## src/rtl/dcq_pkg.sv

```systemverilog
package dcq_pkg;
  localparam int PRAM_AW = 5;
  localparam int BYTE_W  = 8;

  typedef struct packed {
    logic               pop;
    logic               ramWe;
    logic [PRAM_AW-1:0] ramAddr;
    logic [BYTE_W-1:0]  ramData;
    logic               csrCopy;
  } ctlStrobeT;
endpackage

```

## src/rtl/dcq_datapath.sv

```systemverilog
module dcq_datapath
  import dcq_pkg::*;
#(
  parameter int FIFO_DEPTH   = 16,
  parameter int REGION_SHIFT = 3,
  parameter int CSRW_BASE    = 0,
  parameter int CSRR_BASE    = 24
) (
  input  logic                  clk,
  input  logic                  rstN,
  input  logic                  cmdWrEn,
  input  logic [BYTE_W-1:0]     cmdData,
  input  logic                  paramWrEn,
  input  logic [BYTE_W-1:0]     paramData,
  input  ctlStrobeT             st,
  input  logic                  pending,
  input  logic [PRAM_AW-1:0]    rdPtr,
  input  logic                  hsyncIn,
  input  logic                  vsyncIn,
  output logic [BYTE_W:0]       headEntry,
  output logic                  headValid,
  output logic [BYTE_W-1:0]     statusByte,
  output logic [BYTE_W-1:0]     rdData,
  output logic [(1<<(PRAM_AW-REGION_SHIFT))-1:0] dirtyPulse
);
  localparam int PW          = $clog2(FIFO_DEPTH);
  localparam int CW          = $clog2(FIFO_DEPTH + 1);
  localparam int PRAM_DEPTH  = 1 << PRAM_AW;
  localparam int RW          = PRAM_AW - REGION_SHIFT;

  logic [BYTE_W:0]      fifoMem [FIFO_DEPTH];
  logic [PW-1:0]        wrPtr, rdPtrQ;
  logic [CW-1:0]        count;
  logic [CW-1:0]        freeSlots;
  logic                 takeParam, takeCmd;
  logic [BYTE_W-1:0]    ram [PRAM_DEPTH];
  logic [RW-1:0]        regionIdx;

  // queue admission: parameter first, command second
  always_comb begin
    freeSlots = CW'(FIFO_DEPTH) - count + CW'(st.pop);
    takeParam = paramWrEn && (freeSlots != '0);
    takeCmd   = cmdWrEn && (freeSlots > CW'(takeParam));
  end

  always_ff @(posedge clk) begin
    if (takeParam) fifoMem[wrPtr] <= {1'b0, paramData};
    if (takeCmd)   fifoMem[wrPtr + PW'(takeParam)] <= {1'b1, cmdData};
  end

  always_ff @(posedge clk) begin
    if (!rstN) begin
      wrPtr  <= '0;
      rdPtrQ <= '0;
      count  <= '0;
    end else begin
      wrPtr  <= wrPtr + PW'(takeParam) + PW'(takeCmd);
      rdPtrQ <= rdPtrQ + PW'(st.pop);
      count  <= count + CW'(takeParam) + CW'(takeCmd) - CW'(st.pop);
    end
  end

  assign headEntry = fifoMem[rdPtrQ];
  assign headValid = (count != '0);

  // parameter RAM and region change pulses
  assign regionIdx = st.ramAddr[PRAM_AW-1:REGION_SHIFT];

  always_ff @(posedge clk) begin
    if (!rstN) begin
      for (int i = 0; i < PRAM_DEPTH; i++) ram[i] <= '0;
      dirtyPulse <= '0;
    end else begin
      dirtyPulse <= '0;
      if (st.csrCopy) begin
        ram[CSRR_BASE+0] <= ram[CSRW_BASE+0];
        ram[CSRR_BASE+1] <= ram[CSRW_BASE+1];
        ram[CSRR_BASE+2] <= {6'b0, ram[CSRW_BASE+2][1:0]};
        ram[CSRR_BASE+3] <= '0;
        ram[CSRR_BASE+4] <= '0;
      end else if (st.ramWe) begin
        ram[st.ramAddr] <= st.ramData;
        if (ram[st.ramAddr] != st.ramData) dirtyPulse[regionIdx] <= 1'b1;
      end
    end
  end

  assign rdData = pending ? ram[rdPtr] : 8'hFF;

  always_comb begin
    statusByte    = 8'h80;
    statusByte[6] = hsyncIn;
    statusByte[5] = vsyncIn;
    statusByte[2] = (count == '0);
    statusByte[1] = (count == CW'(FIFO_DEPTH));
    statusByte[0] = pending;
  end


  no_overflow_chk: assert property (@(posedge clk) disable iff (!rstN)
    count <= CW'(FIFO_DEPTH));

  pop_nonempty_chk: assert property (@(posedge clk) disable iff (!rstN)
    st.pop |-> (count != '0));

  dirty_after_write_chk: assert property (@(posedge clk) disable iff (!rstN)
    (|dirtyPulse) |-> $past(st.ramWe));

  dirty_single_chk: assert property (@(posedge clk) disable iff (!rstN)
    $onehot0(dirtyPulse));
endmodule

```

## src/rtl/dcq_control.sv

```systemverilog
module dcq_control
  import dcq_pkg::*;
#(
  parameter int CNT_W     = 4,
  parameter int CODE_BASE = 16,
  parameter int CSRR_BASE = 24
) (
  input  logic                  clk,
  input  logic                  rstN,
  input  logic [BYTE_W:0]       headEntry,
  input  logic                  headValid,
  input  logic                  rdStrobe,
  input  logic [PRAM_AW-1:0]    lkPtr,
  input  logic [CNT_W-1:0]      lkRecv,
  input  logic [CNT_W-1:0]      lkSend,
  output logic [BYTE_W-1:0]     lkCode,
  output ctlStrobeT             st,
  output logic                  pending,
  output logic [PRAM_AW-1:0]    rdPtr,
  output logic                  wrDone
);
  logic [BYTE_W-1:0]  cmd, cmdNext;
  logic [PRAM_AW-1:0] ptr, ptrNext;
  logic [CNT_W-1:0]   rcv, rcvNext;
  logic [CNT_W-1:0]   snd, sndNext;
  logic               doneNext;
  logic               loadCmd;
  logic [BYTE_W-1:0]  code;

  assign code    = headEntry[BYTE_W-1:0];
  assign lkCode  = code;
  assign loadCmd = headValid && headEntry[BYTE_W];

  always_comb begin
    cmdNext  = cmd;
    ptrNext  = ptr;
    rcvNext  = rcv;
    sndNext  = snd;
    doneNext = 1'b0;
    st       = '0;
    st.pop   = headValid;
    if (loadCmd) begin
      cmdNext = code;
      if (code[6:5] == 2'b01) begin
        ptrNext = PRAM_AW'(CODE_BASE);
        sndNext = '0;
        case (code[4:3])
          2'b00:   rcvNext = CNT_W'(2);
          2'b01:   rcvNext = '0;
          default: rcvNext = CNT_W'(1);
        endcase
      end else begin
        ptrNext    = lkPtr;
        rcvNext    = lkRecv;
        sndNext    = lkSend;
        st.csrCopy = (lkSend != '0) && (lkPtr == PRAM_AW'(CSRR_BASE));
      end
    end else if (headValid && (rcv != '0)) begin
      st.ramWe   = 1'b1;
      st.ramAddr = ptr;
      st.ramData = code;
      ptrNext    = ptr + 1'b1;
      rcvNext    = rcv - 1'b1;
      doneNext   = (rcv == CNT_W'(1)) && ((cmd & 8'hE4) == 8'h20);
    end else if (rdStrobe && (snd != '0)) begin
      ptrNext = ptr + 1'b1;
      sndNext = snd - 1'b1;
    end
  end

  always_ff @(posedge clk) begin
    if (!rstN) begin
      cmd    <= '0;
      ptr    <= '0;
      rcv    <= '0;
      snd    <= '0;
      wrDone <= 1'b0;
    end else begin
      cmd    <= cmdNext;
      ptr    <= ptrNext;
      rcv    <= rcvNext;
      snd    <= sndNext;
      wrDone <= doneNext;
    end
  end

  assign pending = (snd != '0);
  assign rdPtr   = ptr;


  done_last_param_chk: assert property (@(posedge clk) disable iff (!rstN)
    wrDone |-> ((rcv == '0) && ($past(rcv) == CNT_W'(1))));

  rcv_step_chk: assert property (@(posedge clk) disable iff (!rstN)
    !$past(loadCmd) |-> ((rcv == $past(rcv)) || (rcv == $past(rcv) - 1'b1)));

  snd_step_chk: assert property (@(posedge clk) disable iff (!rstN)
    !$past(loadCmd) |-> ((snd == $past(snd)) || (snd == $past(snd) - 1'b1)));
endmodule

```

## src/rtl/dcq_frontend.sv

```systemverilog
module dcq_frontend
  import dcq_pkg::*;
#(
  parameter int FIFO_DEPTH   = 16,
  parameter int CNT_W        = 4,
  parameter int REGION_SHIFT = 3,
  parameter int CODE_BASE    = 16,
  parameter int CSRW_BASE    = 0,
  parameter int CSRR_BASE    = 24
) (
  input  logic                clk,
  input  logic                rstN,
  input  logic                cmdWrEn,
  input  logic [7:0]          cmdData,
  input  logic                paramWrEn,
  input  logic [7:0]          paramData,
  input  logic                rdStrobe,
  output logic [7:0]          rdData,
  output logic [7:0]          statusByte,
  input  logic                hsyncIn,
  input  logic                vsyncIn,
  output logic [7:0]          lkCode,
  input  logic [PRAM_AW-1:0]  lkPtr,
  input  logic [CNT_W-1:0]    lkRecv,
  input  logic [CNT_W-1:0]    lkSend,
  output logic                wrDone,
  output logic [(1<<(PRAM_AW-REGION_SHIFT))-1:0] dirtyPulse
);
  ctlStrobeT          st;
  logic [BYTE_W:0]    headEntry;
  logic               headValid;
  logic               pending;
  logic [PRAM_AW-1:0] rdPtr;

  dcq_datapath #(
    .FIFO_DEPTH(FIFO_DEPTH), .REGION_SHIFT(REGION_SHIFT),
    .CSRW_BASE(CSRW_BASE), .CSRR_BASE(CSRR_BASE)
  ) datapath_i (
    .clk(clk), .rstN(rstN),
    .cmdWrEn(cmdWrEn), .cmdData(cmdData),
    .paramWrEn(paramWrEn), .paramData(paramData),
    .st(st), .pending(pending), .rdPtr(rdPtr),
    .hsyncIn(hsyncIn), .vsyncIn(vsyncIn),
    .headEntry(headEntry), .headValid(headValid),
    .statusByte(statusByte), .rdData(rdData), .dirtyPulse(dirtyPulse)
  );

  dcq_control #(
    .CNT_W(CNT_W), .CODE_BASE(CODE_BASE), .CSRR_BASE(CSRR_BASE)
  ) control_i (
    .clk(clk), .rstN(rstN),
    .headEntry(headEntry), .headValid(headValid), .rdStrobe(rdStrobe),
    .lkPtr(lkPtr), .lkRecv(lkRecv), .lkSend(lkSend),
    .lkCode(lkCode), .st(st), .pending(pending), .rdPtr(rdPtr),
    .wrDone(wrDone)
  );
endmodule

```

## config.mk

```make
export PLATFORM = sky130hd
export DESIGN_NAME = dcq_frontend
export DESIGN_NICKNAME = d
export VERILOG_FILES = /design/src/rtl/dcq_pkg.sv /design/src/rtl/dcq_datapath.sv /design/src/rtl/dcq_control.sv /design/src/rtl/dcq_frontend.sv
export SDC_FILE = /design/constraint.sdc
export NUM_CORES = 1
export LEC_CHECK = 0
export BUFFER_PORTS_ARGS = -buffer_cell sky130_fd_sc_hd__buf_2
export CAP_MARGIN = 20
export CORE_ASPECT_RATIO = 2
export CORE_MARGIN = 1
export CORE_UTILIZATION = 35
export CTS_BUF_LIST = sky130_fd_sc_hd__clkbuf_8
export DETAILED_ROUTE_END_ITERATION = 7
export HOLD_SLACK_MARGIN = 0.1
export SYNTH_ARGS = -nofsm -noshare
export SYNTH_HDL_FRONTEND = slang
export SYNTH_SLANG_ARGS = --single-unit
export TNS_END_PERCENT = 1
```

## constraint.sdc

```tcl
create_clock -name clk -period 6.4 [get_ports clk]
set_clock_uncertainty 0.05 [all_clocks]
set_input_delay 0.32 -clock clk [delete_from_list [all_inputs] [get_ports clk]]
set_output_delay 0.32 -clock clk [all_outputs]
set_load 0.03 [all_outputs]
```

==> key figures <==
Detailed routing
  – Final wirelength: approximately 100000 µm
  – WL/cell: around 34 µm
  – Via Count: 18562
  – DR pass1 iterations: 6
  – 1st-iter DRT viols: 2466
  – Routed Antenna Nets: 0
  – Via-to-Cell Ratio: roughly 6.4
  – Number of remaining DRC errors: 0

Yosys
  – Largest family of logic cells by synthesized area: multiplexers
  – Unique masters post-synth: between 80 and 90
  – Prevailing post-synth register cell: edfxtp_1
  – Synth Area in Simple Gates: 0.1216
  – Synth Area in Adders: 0.01190
  – Post-Syn Area: 0.02334 mm²
  – Avg Cell Area, Syn: 12.10 µm²
  – Post-synthesis compound-gate area fraction: 0.1354
  – Synth warn: 0
  – Xor/xnor share of the synthesized area: 0.007131
  – Flops & latches, synth: 440
  – Synth Instances: 1928
  – Ys async rst share: 0
  – Post-synthesis mux area share: 0.1469
  – Seq/Total Area, Yosys: 0.5421
  – Post-synth EDFFs: 384

Timing
  – Tmin final: between 5 and 6 ns
  – Fin crit share: 0.8541
  – Worst slew pin tran: 1.360 ns
  – Final Hold Fails: 0
  – RSZ-0062 raised after global routing: no
  – Max-slew violations: 0
  – Setup Viol. Count Final: 0
  – Slew HR: 0.09301
  – FMAX: 182.9 MHz
  – Setup TNS: 0 ns

Place
  – Placed Cells: 2770
  – Routability Congestion: around 1.1
  – Post-DP HPWL: 70110 µm
  – Port-buffer cells: 57

Setup path
  – Cells on worst reg2reg path: 15
  – RR Startpoint: datapath_i.count[2]$_SDFF_PN0_
  – Worst R2R Setup Slack: 0.93 ns
  – Startpoint types: flip-flop
  – CP max FO: 16
  – R2R Path End: datapath_i.dirtyPulse[1]$_SDFF_PP0_
  – Worst EP arrival: slightly below 6 ns
  – WS Path Type: flip-flop to flip-flop
  – CP required: 6.85 ns
  – Crit end category: flip-flop

Pwr
  – Lkg Pwr: roughly 8.9 nW
  – Worst VDD drop: between 0.0004 and 0.0005 V
  – Power density cells: approximately 450 mW/mm²

Die
  – Chip width: 184.6 µm
  – Die Area: between 0.06 and 0.07 mm²
  – Starting Density: 0.3541
  – Number of primary I/O pins: between 60 and 70
  – Rows: about 130
  – Chip Height: between 300 and 400 µm
  – Core box area: 0.06590 mm²

Layout
  – Layout area overhead: 11.75%
  – Final layout net count: 2041
  – Final cell count without fillers: 2923
  – Fillers: ~6300
  – Share of cells above drive strength 1: 0.1945

Hold path
  – Worst Hold Class: input pin to flip-flop
  – Hold Path Origin: rdStrobe
  – Hold Crit Endpoint: control_i.snd[0]$_SDFFE_PN0P_
  – Hold Path Stages: 4

Clock tree
  – Post-CTS Resized: 0
  – Clock latency at the later pin of the worst-skew pair: 0.69 ns
  – Setup Buffers After CTS: 0
  – H-tree level count: 3
  – CTS Hold Bufs: 13
  – CTS root buf: clkbuf_8
  – CTS Buf Count: 67
  – CTS Buffer Depth: 3
  – Sink Count: 440
  – CTS tree: built
  – CTS clk-pin slew, worst paths: about 0.070 ns

GRT
  – Total grt overflow: 0
  – Initial antenna violation count: 22
  – Vias in the first global route: 18326
  – Largest net degree at the start of global routing: 65
  – First-pass GRT wire length: 138900 µm
  – GRT Overall Usage: 0.2995

Outcome
  – Outcome: completed

Flow run
  – Max Cap Viol: 0
[power breakdown]
part           switching, mW  internal (mW)
Sequential             0.357           3.48
Clock                   1.20           1.15
Combinational           3.80           1.72
[Yosys cell counts (14+ instances only)]
cell	count	area, µm²
nand2_1	160	600.6
buf_1	46	172.7
a21o_1	20	150.1
ha_1	19	237.7
clkbuf_1	82	307.8
buf_2	21	105.1
mux2i_1	41	410.4
a22o_1	130	1139
mux4_2	129	2905
nor2_1	328	1231
inv_1	21	78.83
o22ai_1	14	87.58
a21oi_1	80	400.4
edfxtp_1	384	11530
nor3_1	22	110.1
and3_1	24	150.1
nand3_1	37	185.2
o21ai_0	74	370.4
dfxtp_1	56	1121
[metal layers]
metal / global-route usage / up-vias / wire length [µm]
li1: - / 7540 / -
met1: 0.2764 / 9150 / 29130
met2: 0.5020 / 1319 / 49240
met4: 0.3120 / 18 / 12390
met5: 0 / - / 127
met3: 0.09023 / 535 / 9020
[area by class of cell]
type | count | area, µm² | share of cell area
Timing Repair Buffer | 150 | 1005 | 0.03853
Sequential cell | 440 | 12660 | 0.4856
Clock inverter | 52 | 351.6 | 0.01348
Inverter | 22 | 82.58 | 0.003167
Tap cell | 877 | 1097 | 0.04208
Antenna cell | 10 | 25.02 | 0.0009596
Multi-Input combinational cell | 1303 | 9903 | 0.3797
Clock buffer | 69 | 949.7 | 0.03642
[logic make-up (layout without fill, tap and decap cells)]
group                    after synthesis  count (layout)
AND/OR/NAND/NOR                      644             644
flip-flops                           440             440
AO/OA/AOI/OAI                        436             436
buffers and inverters                186             293
multiplexers                         180             180
adder cells (fa/ha/maj)               21              21
XOR/XNOR                              19              19
other                                  2              13
[cells in the final DEF, fill, tap and decap left out, types with 11 or more instances in the layout]
| master | count |
|---|---|
| mux2i_1 | 41 |
| xnor2_1 | 13 |
| buf_2 | 62 |
| nor2_1 | 328 |
| inv_1 | 49 |
| edfxtp_1 | 384 |
| a21oi_1 | 80 |
| o221ai_1 | 13 |
| ha_1 | 19 |
| buf_4 | 71 |
| mux4_2 | 129 |
| nor3_1 | 21 |
| o21ai_0 | 74 |
| dfxtp_1 | 50 |
| nand3_1 | 37 |
| a21o_1 | 20 |
| dlygate4sd3_1 | 13 |
| clkbuf_8 | 69 |
| o22ai_1 | 14 |
| and3_1 | 24 |
| and2_1 | 11 |
| nand2_1 | 160 |
| a211oi_1 | 13 |
| a22o_1 | 130 |
[metrics by stage]
step	area, µm²	utilization	worst slack (ns)	hold slack, ns	total power [mW]
2_1_floorplan	23340	-	1.806	0.3711	7.001
3_3_place_gp	24570	0.3728	1.240	0.3791	9.038
3_5_place_dp	24570	0.3728	1.139	0.3893	9.061
4_1_cts	26000	0.3945	1.068	0.1001	11.38
5_1_grt	26060	0.3955	0.6693	0.1454	11.96
6_report	26080	0.3957	0.9335	0.1132	11.70
[critical path, cell delays in order, from the launching register on]
cell and delay [ns]:
dfxtp_1 0.35, inv_1 0.12, ha_1 0.20, or4b_1 0.63, nand2_1 0.45, a211oi_2 0.17, nor2_2 0.82, buf_4 0.30
buf_4 0.21, a2111oi_0 0.11, o21ai_0 0.83, nand4_1 0.20, xor2_1 0.22, nor4_1 0.27, and4_1 0.30, nor3_1 0.07
[how the worst max path moves through the flow]
stage                                   start                                   to  slack, ns  cells past startpoint
3_3_place_gp   datapath_i.count[2]$_SDFF_PN0_  datapath_i.fifoMem[11][2]$_DFFE_PP_       1.24                     20
4_1_cts        datapath_i.count[2]$_SDFF_PN0_   datapath_i.fifoMem[2][2]$_DFFE_PP_       1.07                     20
3_5_place_dp   datapath_i.count[2]$_SDFF_PN0_  datapath_i.fifoMem[10][4]$_DFFE_PP_       1.14                     19
5_1_grt        datapath_i.count[2]$_SDFF_PN0_  datapath_i.fifoMem[14][2]$_DFFE_PP_       0.67                     20
2_1_floorplan  datapath_i.count[2]$_SDFF_PN0_       datapath_i.count[4]$_SDFF_PN0_       1.81                     26
6_report       datapath_i.count[2]$_SDFF_PN0_  datapath_i.dirtyPulse[1]$_SDFF_PP0_       0.93                     15
[sequential cells by signal, indices dropped and copies added (netlist names), named ones only]
name                   cells
datapath_i.dirtyPulse      4
datapath_i.wrPtr           4
control_i.wrDone           1
control_i.rcv              4
datapath_i.count           5
control_i.snd              4
control_i.cmd              4
datapath_i.ram           256
control_i.rdPtr            5
datapath_i.rdPtrQ          4
datapath_i.fifoMem       144
Power figures use the tool's default switching activity.
